[src/rtl/dmaop_pkg.sv]
package dmaop_pkg;
  localparam int REG_W   = 16;
  localparam int DME_BIT = 0;
  localparam int NMI_BIT = 1;
  localparam int AE_BIT  = 2;
  localparam int SEL_LO  = 12;
  localparam int SEL_HI  = 13;
  localparam int NUM_FLAGS = 2;

  typedef enum logic [1:0] {
    PACE_FREE = 2'b00,
    PACE_BAD  = 2'b01,
    PACE_FAST = 2'b10,
    PACE_SLOW = 2'b11
  } pace_sel_e;
endpackage

[src/rtl/dmaop_flag.sv]
module dmaop_flag (
  input  logic clk,
  input  logic rst_n,
  input  logic hw_set,
  input  logic rd_stb,
  input  logic wr_stb,
  input  logic wr_bit,
  output logic flag_q
);
  logic flag_d;
  logic armed_q;
  logic armed_d;
  logic upd;

  assign upd = hw_set | rd_stb | wr_stb;

  always_comb begin
    flag_d  = flag_q;
    armed_d = armed_q;
    if (wr_stb && !wr_bit) begin
      if (armed_q) flag_d = 1'b0;
      armed_d = 1'b0;
    end else if (rd_stb && flag_q) begin
      armed_d = 1'b1;
    end
    if (hw_set) flag_d = 1'b1;
  end

  always_ff @(posedge clk or negedge rst_n) begin
    if (!rst_n) begin
      flag_q  <= 1'b0;
      armed_q <= 1'b0;
    end else if (upd) begin
      flag_q  <= flag_d;
      armed_q <= armed_d;
    end
  end
endmodule

[src/rtl/dmaop_ctrl.sv]
module dmaop_ctrl
  import dmaop_pkg::*;
(
  input  logic             clk,
  input  logic             rst_n,
  input  logic             wr_stb,
  input  logic [REG_W-1:0] wdata,
  output logic             dme_q,
  output logic [1:0]       sel_q
);
  logic       dme_d;
  logic [1:0] sel_d;

  always_comb begin
    dme_d = wdata[DME_BIT];
    sel_d = wdata[SEL_HI:SEL_LO];
  end

  always_ff @(posedge clk or negedge rst_n) begin
    if (!rst_n) begin
      dme_q <= 1'b0;
      sel_q <= PACE_FREE;
    end else if (wr_stb) begin
      dme_q <= dme_d;
      sel_q <= sel_d;
    end
  end
endmodule

[src/rtl/dmaop_pacer.sv]
module dmaop_pacer
  import dmaop_pkg::*;
#(
  parameter int NUM_CH    = 4,
  parameter int FAST_GAP  = 16,
  parameter int SLOW_GAP  = 64
) (
  input  logic              clk,
  input  logic              rst_n,
  input  logic [1:0]        pace_sel,
  input  logic [NUM_CH-1:0] chan_cs,
  input  logic              xfer_en,
  input  logic              xfer_req,
  output logic              xfer_grant
);
  localparam int CNT_W = (SLOW_GAP > FAST_GAP) ? $clog2(SLOW_GAP) : $clog2(FAST_GAP);
  localparam logic [CNT_W-1:0] FAST_LD = CNT_W'(FAST_GAP - 1);
  localparam logic [CNT_W-1:0] SLOW_LD = CNT_W'(SLOW_GAP - 1);

  logic             throttle;
  logic             window_open;
  logic [CNT_W-1:0] cnt_q;
  logic [CNT_W-1:0] cnt_d;
  logic             cnt_en;

  assign throttle    = (pace_sel == PACE_FAST || pace_sel == PACE_SLOW) && (&chan_cs);
  assign window_open = (cnt_q == '0);
  assign xfer_grant  = xfer_req && xfer_en && (!throttle || window_open);

  always_comb begin
    cnt_en = 1'b0;
    cnt_d  = cnt_q;
    if (xfer_grant && throttle) begin
      cnt_en = 1'b1;
      cnt_d  = (pace_sel == PACE_SLOW) ? SLOW_LD : FAST_LD;
    end else if (!window_open) begin
      cnt_en = 1'b1;
      cnt_d  = cnt_q - 1'b1;
    end
  end

  always_ff @(posedge clk or negedge rst_n) begin
    if (!rst_n) cnt_q <= '0;
    else if (cnt_en) cnt_q <= cnt_d;
  end
endmodule

[src/rtl/dma_opreg_pacer.sv]
module dma_opreg_pacer
  import dmaop_pkg::*;
#(
  parameter int NUM_CH   = 4,
  parameter int FAST_GAP = 16,
  parameter int SLOW_GAP = 64
) (
  input  logic              clk,
  input  logic              rst_n,
  input  logic              reg_wr,
  input  logic              reg_rd,
  input  logic [15:0]       reg_wdata,
  output logic [15:0]       reg_rdata,
  input  logic              addr_err_set,
  input  logic              nmi_set,
  input  logic [NUM_CH-1:0] chan_cs_mode,
  input  logic              xfer_req,
  output logic              dma_master_en,
  output logic              xfer_en,
  output logic              xfer_grant
);
  localparam int FLAG_POS [NUM_FLAGS] = '{NMI_BIT, AE_BIT};

  logic                 dme;
  logic [1:0]           sel;
  logic [NUM_FLAGS-1:0] flags;
  logic [NUM_FLAGS-1:0] flag_set;

  assign flag_set = {addr_err_set, nmi_set};

  dmaop_ctrl u_ctrl (
    .clk    (clk),
    .rst_n  (rst_n),
    .wr_stb (reg_wr),
    .wdata  (reg_wdata),
    .dme_q  (dme),
    .sel_q  (sel)
  );

  for (genvar i = 0; i < NUM_FLAGS; i++) begin : g_flag
    dmaop_flag u_flag (
      .clk    (clk),
      .rst_n  (rst_n),
      .hw_set (flag_set[i]),
      .rd_stb (reg_rd),
      .wr_stb (reg_wr),
      .wr_bit (reg_wdata[FLAG_POS[i]]),
      .flag_q (flags[i])
    );
  end

  always_comb begin
    reg_rdata                = '0;
    reg_rdata[SEL_HI:SEL_LO] = sel;
    reg_rdata[DME_BIT]       = dme;
    for (int i = 0; i < NUM_FLAGS; i++) reg_rdata[FLAG_POS[i]] = flags[i];
  end

  assign dma_master_en = dme;
  assign xfer_en       = dme && (flags == '0);

  dmaop_pacer #(
    .NUM_CH   (NUM_CH),
    .FAST_GAP (FAST_GAP),
    .SLOW_GAP (SLOW_GAP)
  ) u_pacer (
    .clk        (clk),
    .rst_n      (rst_n),
    .pace_sel   (sel),
    .chan_cs    (chan_cs_mode),
    .xfer_en    (xfer_en),
    .xfer_req   (xfer_req),
    .xfer_grant (xfer_grant)
  );
endmodule

[config.mk]
export PLATFORM = sky130hd
export DESIGN_NAME = dma_opreg_pacer
export DESIGN_NICKNAME = d
export VERILOG_FILES = /design/src/rtl/dmaop_pkg.sv /design/src/rtl/dmaop_flag.sv /design/src/rtl/dmaop_ctrl.sv /design/src/rtl/dmaop_pacer.sv /design/src/rtl/dma_opreg_pacer.sv
export SDC_FILE = /design/constraint.sdc
export NUM_CORES = 1
export LEC_CHECK = 0
export BUFFER_PORTS_ARGS = -buffer_cell sky130_fd_sc_hd__buf_2
export CORE_UTILIZATION = 47
export CTS_BUF_LIST = sky130_fd_sc_hd__clkbuf_8
export CTS_CLUSTER_DIAMETER = 200
export CTS_CLUSTER_SIZE = 25
export DETAILED_ROUTE_END_ITERATION = 8
export HOLD_SLACK_MARGIN = 0.02
export PLACE_DENSITY = 0.86
export SYNTH_ARGS = -nofsm -noshare
export SYNTH_HDL_FRONTEND = slang
export SYNTH_HIERARCHICAL = 1
export SYNTH_SLANG_ARGS = --single-unit
[constraint.sdc]
create_clock -name clk -period 3.6 [get_ports clk]
set_input_delay 0.72 -clock clk [delete_from_list [all_inputs] [get_ports clk]]
set_output_delay 0.72 -clock clk [all_outputs]
set_load 0.03 [all_outputs]
==> Yosys cells after proc, flatten, opt, wreduce, memory -nomap -nowiden <==
Index checks and enable logic that the tools add are counted.
{ "totals": {"regBits": 13, "input_bits": 27, "out_inout_bits": 19, "elab_cells": 58} }
{ "op_classes": {"add_sub_neg": 1, "eq_ne": 3, "n_mux": 15, "bitwise": 4, "n_reduce_logical": 28} }
{ "ops": {"columns": ["op", "count"], "rows": [
  ["two-way mux 6 bit", 3],
  ["two-way mux 1 bit", 12],
  ["nonzero test 2 bit", 6],
  ["logical AND 1 bit", 9],
  ["logical NOT 6 bit", 1],
  ["AND reduction 2 bit", 3],
  ["AND reduction 3 bit", 2],
  ["subtractor 6 x 1 -> 6 bit (second input constant)", 1],
  ["== test 2 bit (second input constant)", 2],
  ["OR 1 bit", 4],
  ["AND reduction 4 bit", 1],
  ["logical NOT 1 bit", 3],
  ["logical NOT 2 bit", 1],
  ["logical OR 1 bit", 2],
  ["!= test 2 bit (second input constant)", 1]
]} }

==> Logic depth before layout (Yosys ltp) <==
Gate-level depths: netlist (run 1).
{ "logic_depth": {"ltp_word": 9, "depth_mapped": 5, "ltp_nobuf": 5} }

==> Modules after synthesis <==
Netlist (run 1), hierarchy kept.
{ "modules_own_cells": {"columns": ["module", "n_inst", "cells_each", "area_per_inst_um2", "seq_area_each_um2"], "rows": [
  ["dmaop_pacer", 1, 41, 395.4, 150.1],
  ["dmaop_flag", 2, 7, 78.8, 50.0],
  ["dmaop_ctrl", 1, 6, 108.9, 75.1],
  ["dma_opreg_pacer", 1, 14, 106.4, 0.0]
]} }

==> Least setup slack after synthesis (run 1) <==
OpenSTA, ideal clock, no wires.
{ "synth_path": {"path_kind": "register to output", "startpoint": "register u_ctrl.dme_q", "endpoint": "output xfer_grant", "arrival_ns": 1.739, "required_time_ns": 2.880, "path_slack_ns": 1.141, "stages_incl_launch_ff": 4, "n_path_buf": 0, "path_cell_list": "dfrtp_1 > nor3b_2 > nand2_1 > a31oi_1"} }
{ "synth_between": {"elab_chain_cells": 3} }
{ "synth_rtl": {"columns": ["item", "line", "rtl"], "rows": [
  ["start, declared", "dmaop_ctrl.sv:8", "output logic dme_q,"],
  ["start signal, assigned", "dmaop_ctrl.sv:24", "dme_q <= dme_d;"],
  ["logical AND 1 bit", "dma_opreg_pacer.sv:60", "assign xfer_en = dme && (flags == '0);"],
  ["named net xfer_en", "dma_opreg_pacer.sv:19", "output logic xfer_en,"],
  ["logical AND 1 bit (2 in a row)", "dmaop_pacer.sv:28", "assign xfer_grant = xfer_req && xfer_en && (!throttle || window_open);"],
  ["end, declared", "dma_opreg_pacer.sv:20", "output logic xfer_grant"]
]} }
The timed path passes the listed nets, and every way through them passes these cells.

==> Worst setup path in the final report (run 1) <==
{ "layout_path": {"startpoint": "register u_pacer.cnt_q[0]", "endpoint": "output xfer_grant"} }
{ "layout_between": {"elab_chain_cells": 3} }
{ "layout_rtl": {"columns": ["item", "line", "rtl"], "rows": [
  ["start, declared", "dmaop_pacer.sv:22", "logic [CNT_W-1:0] cnt_q;"],
  ["start signal, assigned", "dmaop_pacer.sv:44", "else if (cnt_en) cnt_q <= cnt_d;"],
  ["logical NOT 6 bit", "dmaop_pacer.sv:27", "assign window_open = (cnt_q == '0);"],
  ["logical OR 1 bit", "dmaop_pacer.sv:28", null],
  ["logical AND 1 bit", "dmaop_pacer.sv:28", null]
]} }
Every way passes these cells.

==> results.txt, run 1 <==
Setup violation total in the final timing report -> 0
Minimum clock period -> 2550 ps
Hold Path Class -> input pin to async pin
Syn Inst Count -> 75
Total Nets Final -> 130
Period utilization -> 70.8%
Leakage power figure -> 0.000444 uW
Delay-heaviest family, CP -> simple AND/OR/NAND/NOR gates
Remaining design rule violation count -> 0
Max-Cap Viols -> 0
Critical Path RT -> 2880 ps
Sequential element share of the synthesized area -> 42.3%
Post-CTS setup buffers -> 0
Antenna diode instance count -> 0
Library cell contributing the largest single delay on the critical path -> dfrtp_1
Clk buf depth -> 2
F_max -> 0.392 GHz
Proportion of netlist area held by the largest area contributor -> 42.3%
Setup repair after global routing missed its margin -> no
Number of global-route vias before repair -> 552
Number of flops mapped to enable cells by yosys -> 0
Most common cell in the netlist -> dfrtp_1
Largest stage delay, worst path -> 430 ps
Critical Path End Type -> output pin
Critical Setup Path Class -> flop to output pin
Number of primary I/O pins -> 46
Final-layout setup total negative slack -> 0 ps
Register bit total from synthesis -> 13
Fraction of final layout cells sized beyond drive strength 1 -> 35.0%
Final-report max-slew violation count -> 0
# hold bufs at CTS -> 0
Resized cells post-CTS -> 0
Clock tree from TritonCTS -> done
R2r setup slk -> 2100 ps
Clock root cell -> clkbuf_8
Clock insertion delay at the later pin of the skew report -> 240 ps
Clock sinks -> 13
Leading cell types by count after synthesis -> dfrtp_1, buf_4, a21oi_1
Register-to-Register Path Depth -> 5
Placed Instances -> 112
Leading register cell type out of synthesis -> dfrtp_1
Final estimated routing congestion in global placement -> 0.758
Half-perimeter wire length of the detailed placement result -> 1130 um
Area contributors post-synth -> dfrtp_1, buf_4, mux2_2
Deepest level of the CTS H-tree -> 1
Post-synthesis average cell area -> 10.2 sq um
Worst Path Buf+Inv -> 2
Final count of hold timing violations -> 0
Filler cell count -> 145
R2r endpoint -> u_pacer/cnt_q[1]$_DFFE_PN0P_
Count of yosys warnings during synthesis -> 6
Initial antenna violation count -> 0
Floorplan row count -> 14
Biggest area consumer among synthesized cells -> dfrtp_1
Number of port buffers -> 23
Number of vias per cell -> 5.22
Crit path launch -> u_pacer/cnt_q[0]$_DFFE_PN0P_
Layout area overhead -> 16.6%
Starting density of the core -> 50.4%
Number of vias after detailed routing -> 605
Setup Skew -> 4.20 ps
Worst-path clk slew -> 60 ps
Share of flip-flops with an asynchronous set or reset after synthesis -> 100%
Result of the run -> finished, final reports clean
Syn Std Cell Area -> 768 sq um
Violation count after the first detailed-routing iteration -> 4
Worst flop-to-flop path startpoint -> u_pacer/cnt_q[0]$_DFFE_PN0P_
Drt first pass iters -> 4
Worst-path fanout max -> 5
Chip height -> 42.4 um
Power density over the cells -> 382 nW/um^2
Core ar. -> 1520 sq um
Critical Path Start Type -> flop
Post-synthesis cell type count -> 31
Final Power -> 343 uW
Wire length per cell after detailed routing -> 11.9 um
Post-detailed-routing wire length -> 1380 um
Num CTS Buffers -> 3
Area of the die -> 1800 sq um
ANT nets after route -> 0
Overall die width -> 42.4 um
Cell Chain, Critical Path -> inv_1 -> ha_1 -> nor2b_1 -> nand2_1 -> a31oi_1 -> buf_2
Total global routing overflow -> 0
Arrival time at the worst endpoint -> 1830 ps
Maximum resistive drop on vdd -> 265 uV
Final instance count without filler cells -> 116
Wire length of the first global-routing pass -> 2310 um
Maximum number of pins on one net before global-route repair -> 14
Overall Global Routing Usage -> 17.1%
[area by class of cell]
| class | instances | area [sq um] | share of cell area, % |
|---|---|---|---|
| inverters | 4 | 15.0 | 1.68 |
| well taps | 16 | 20.0 | 2.23 |
| clock inverters | 1 | 3.75 | 0.419 |
| multi-input cells | 56 | 375 | 41.9 |
| repair buffers | 23 | 115 | 12.8 |
| flip-flops and latches | 13 | 325 | 36.3 |
| clock buffers | 3 | 41.3 | 4.61 |
[worst reg2reg max path: cells and delay by family, from the launching register on]
kind / cells / cell delay [ps]
flops: 1 / 430
compound gates: 1 / 210
buf+inv: 1 / 120
simple gates: 2 / 470
fa+ha+maj: 1 / 170
[worst max path at each step]
| stage | end | depth (start not counted) |
|---|---|---|
| after floorplan | xfer_grant | 3 |
| after global placement | xfer_grant | 6 |
| after detailed placement | xfer_grant | 6 |
| after CTS | xfer_grant | 6 |
| after global routing | xfer_grant | 6 |
| final | xfer_grant | 6 |
[power breakdown]
group	total, uW	leakage [uW]	switching [uW]	internal, uW
Sequential	159	0.000161	5.42	154
Clock	126	0.0000269	50.7	75.2
Combinational	57.6	0.000256	40.4	17.3
[metal layers]
layer	wire length, um	part of all wire (%)	vias to the layer above	track usage (%)
met5	0	0	-	0
met4	10	0.73	0	7.50
met3	64	4.7	2	4.31
met2	742	54	22	29.8
met1	559	41	287	19.6
li1	-	-	294	-
[state kept, by name, summed over array words and instances, names as in the netlist]
name	count
g_flag.u_flag/armed_q	2
g_flag.u_flag/flag_q	2
u_pacer/cnt_q	6
u_ctrl/sel_q	2
u_ctrl/dme_q	1
[cell usage in the layout (no fill, tap or decap), types with 2 or more instances in the layout]
master and count:
clkbuf_8 3, a21oi_1 6, buf_2 23, inv_1 5
conb_1 11, a22oi_1 2, nor3_1 4, a21o_1 2
nand3b_1 2, ha_1 2, nand2_1 2, dfrtp_1 13
mux2_2 3, a211oi_1 4
[per-stage QoR]
step	hold WS, ps	utilization (%)	instance area (sq um)	setup slack [ps]
after floorplan	424	-	806	1140
after global placement	501	55.8	851	1330
after detailed placement	515	55.8	851	1330
after CTS	363	58.8	896	1060
after global routing	380	58.8	896	953
final	355	58.8	896	1050
[cell families (layout without fill, tap and decap cells)]
group           Yosys count  after routing  share of synthesized area, %
compound gates           17             17                          14.8
mux                       4              4                          5.70
xor+xnor                  1              1                          1.14
simple gates             21             21                          18.6
flops                    13             13                          42.3
fa+ha+maj                 2              2                          3.26
other cells               1             11                         0.488
buf+inv                  16             31                          13.7
Note: power is estimated with default switching activity, not from simulation.
==> run 2: changes to the inputs <==
--- a/config.mk
+++ b/config.mk
@@ -6,13 +6,13 @@
 export NUM_CORES = 1
 export LEC_CHECK = 0
 export BUFFER_PORTS_ARGS = -buffer_cell sky130_fd_sc_hd__buf_2
-export CORE_UTILIZATION = 47
+export CORE_UTILIZATION = 44
 export CTS_BUF_LIST = sky130_fd_sc_hd__clkbuf_8
 export CTS_CLUSTER_DIAMETER = 200
 export CTS_CLUSTER_SIZE = 25
 export DETAILED_ROUTE_END_ITERATION = 8
 export HOLD_SLACK_MARGIN = 0.02
-export PLACE_DENSITY = 0.86
+export PLACE_DENSITY = 0.81
 export SYNTH_ARGS = -nofsm -noshare
 export SYNTH_HDL_FRONTEND = slang
 export SYNTH_HIERARCHICAL = 1
==> constraint.sdc (replaced) <==
create_clock -name clk -period 2.61 [get_ports clk]
set_input_delay 0.522 -clock clk [delete_from_list [all_inputs] [get_ports clk]]
set_output_delay 0.522 -clock clk [all_outputs]
set_load 0.03 [all_outputs]
==> run 2 against run 1 <==
  * Design area unchanged
  * Wire length is 0.22% higher
  * Combinational power up 39%
  * Worst setup slack got worse by 780 ps
  * Register-to-register slack got worse by 970 ps
  * Clock skew is 1.9 ps lower
  * Non-clock buffer count unchanged
  * Flip-flop and latch count stayed put
  * Clock power grew 37%
  * Critical path depth is the same
  * Critical endpoint unchanged
  * Highest routed layer is now met3
==> results.txt, run 2 (synthesis results as in run 1) <==
Fraction of final layout cells sized beyond drive strength 1 -> 35.0% (unchanged)
Hold Path Class -> input pin to async pin
Clk buf depth -> 2 (unchanged)
Critical Path Start Type -> flop
Setup violation total in the final timing report -> 0 (unchanged)
Met1 capacity usage during global routing -> 18.8% (-0.78 points)
Critical Setup Path Class -> flop to output pin
Switching part of the total -> 28.0% (-0.11 points)
Net switching power -> 132 uW (+37%)
Remaining design rule violation count -> 0 (unchanged)
Final Power -> 472 uW (+38%)
Num CTS Buffers -> 3 (unchanged)
Overall Global Routing Usage -> 15.9% (-1.2 points)
Min Hold Slack -> 160 ps (-195 ps)
Period utilization -> 89.6%
Library cell contributing the largest single delay on the critical path -> dfrtp_1
Initial antenna violation count -> 0 (unchanged)
Final count of hold timing violations -> 0 (unchanged)
Number of port buffers -> 23 (unchanged)
Deepest level of the CTS H-tree -> 1 (unchanged)
Number of global-route vias before repair -> 593 (+7.4%)
Clock root cell -> clkbuf_8
Global Route met2 Usage -> 27.5% (-2.4 points)
Number of vias per cell -> 5.34 (+2.3%)
Footprint of the multi-input gates -> 375 sq um (unchanged)
Resized cells post-CTS -> 0 (unchanged)
Clock tree from TritonCTS -> done
Wire length per cell after detailed routing -> 11.9 um (+0.22%)
F_max -> 0.428 GHz
Register-to-Register Path Depth -> 5 (unchanged)
Clock sinks -> 13 (unchanged)
Share of total power in the clock network -> 36.5% (-0.2 points)
Result of the run -> finished, final reports clean
Final estimated routing congestion in global placement -> 0.745 (-1.7%)
Global-route layer with the greatest usage -> met2
Post-detailed-routing wire length -> 1380 um (+0.22%)
Drt first pass iters -> 8 (+4)
Filler cell count -> 149 (+2.8%)
Most common library cell in the layout ignoring fill and taps -> buf_2
Register area -> 325 sq um (unchanged)
Antenna diode instance count -> 0 (unchanged)
Floorplan row count -> 14 (unchanged)
Cell Chain, Critical Path -> inv_1 -> ha_1 -> nor2b_1 -> nand2_1 -> a31oi_1 -> buf_2
Worst-path fanout max -> 5 (unchanged)
Setup repair after global routing missed its margin -> no
Largest stage delay, worst path -> 430 ps (about the same)
Area of the die -> 1920 sq um (+6.5%)
Layout area overhead -> 16.6% (unchanged)
Delay-heaviest family, CP -> simple AND/OR/NAND/NOR gates
Met3 capacity usage during global routing -> 2.50% (-1.8 points)
Critical Path End Type -> output pin
Wire length of the first global-routing pass -> 2290 um (-0.91%)
Starting density of the core -> 48.7% (-1.7 points)
Number of vias after detailed routing -> 619 (+2.3%)
Final core utilization -> 56.8% (-2.0 points)
ANT nets after route -> 0 (unchanged)
Core ar. -> 1580 sq um (+3.4%)
Arrival time at the worst endpoint -> 1820 ps (about the same)
Number of primary I/O pins -> 46 (unchanged)
Largest register FFs -> 6 (unchanged)
Maximum resistive drop on vdd -> 338 uV (+28%)
Maximum number of pins on one net before global-route repair -> 14 (unchanged)
Final-layout setup total negative slack -> 0 ps (unchanged)
Total Nets Final -> 130 (unchanged)
Overall die width -> 43.8 um (+3.2%)
Critical Path RT -> 2090 ps (-790 ps)
Setup Skew -> 2.32 ps (-1.88 ps)
Chip height -> 43.8 um (+3.2%)
Clock insertion delay at the later pin of the skew report -> 240 ps (about the same)
Worst Path Buf+Inv -> 2 (unchanged)
Logic pwr share -> 16.9% (about the same)
Leakage power figure -> 0.000444 uW (unchanged)
Total global routing overflow -> 0 (unchanged)
Top library cells by usage in the layout, fill and taps aside -> buf_2, dfrtp_1, conb_1
Half-perimeter wire length of the detailed placement result -> 1120 um (-0.70%)
Post-CTS setup buffers -> 0 (unchanged)
Sequential group share of total power -> 46.6% (+0.2 points)
Minimum clock period -> 2340 ps
R2r endpoint -> u_pacer/cnt_q[1]$_DFFE_PN0P_
Worst-path clk slew -> 50 ps (about the same)
# hold bufs at CTS -> 0 (unchanged)
Max-Cap Viols -> 0 (unchanged)
Reg with most FFs -> u_pacer/cnt_q
Violation count after the first detailed-routing iteration -> 7 (+3)
Final-report max-slew violation count -> 0 (unchanged)
Internal power contribution -> 340 uW (+38%)
R2r setup slk -> 1130 ps (-970 ps)
Power density over the cells -> 527 nW/um^2 (+38%)
Worst flop-to-flop path startpoint -> u_pacer/cnt_q[0]$_DFFE_PN0P_
==> run 2: cell counts in the layout (fill, tap and decap cells not counted) <==
Identical to the previous run, type by type.
==> run 2: power by group through the flow <==
stage | Sequential (uW) | Combinational [uW] | Clock, uW
global placement | 223 | 78.8 | 0
detailed placement | 223 | 80.4 | 0
floorplan | 236 | 53.7 | 0
CTS | 220 | 80.3 | 175
global route | 221 | 85.3 | 187
finish | 220 | 79.8 | 172
==> run 2: worst max path at each step <==
stage / start / to / slack [ps] / cells past startpoint
global route: u_pacer/cnt_q[0]$_DFFE_PN0P_ / xfer_grant / 70 / 6
floorplan: u_ctrl/dme_q$_DFFE_PN0P_ / xfer_grant / 350 / 3
CTS: u_pacer/cnt_q[0]$_DFFE_PN0P_ / xfer_grant / 270 / 6
finish: u_pacer/cnt_q[0]$_DFFE_PN0P_ / xfer_grant / 270 / 6
global placement: u_pacer/cnt_q[0]$_DFFE_PN0P_ / xfer_grant / 540 / 6
detailed placement: u_pacer/cnt_q[0]$_DFFE_PN0P_ / xfer_grant / 540 / 6
==> run 2: area by class of cell <==
type,instances,share of cell area (%)
Tap cell,16,2.23
Timing Repair Buffer,23,12.8
Inverter,4,1.68
Multi-Input combinational cell,56,41.9
Clock inverter,1,0.419
Sequential cell,13,36.3
Clock buffer,3,4.61
==> run 2: through the flow <==
stage	area (sq um)	worst slack (ps)	instances
4_1_cts	896	275	116
3_3_place_gp	851	537	112
3_5_place_dp	851	538	112
6_report	896	271	116
2_1_floorplan	806	349	85
5_1_grt	896	68.2	116
==> run 2: routing by layer <==
layer | share of wire (%) | wire, um | vias up
met5 | 0 | 0 | -
met4 | 0 | 0 | 0
met3 | 3.5 | 48 | 0
met2 | 52 | 713 | 20
met1 | 45 | 617 | 302
li1 | - | - | 297
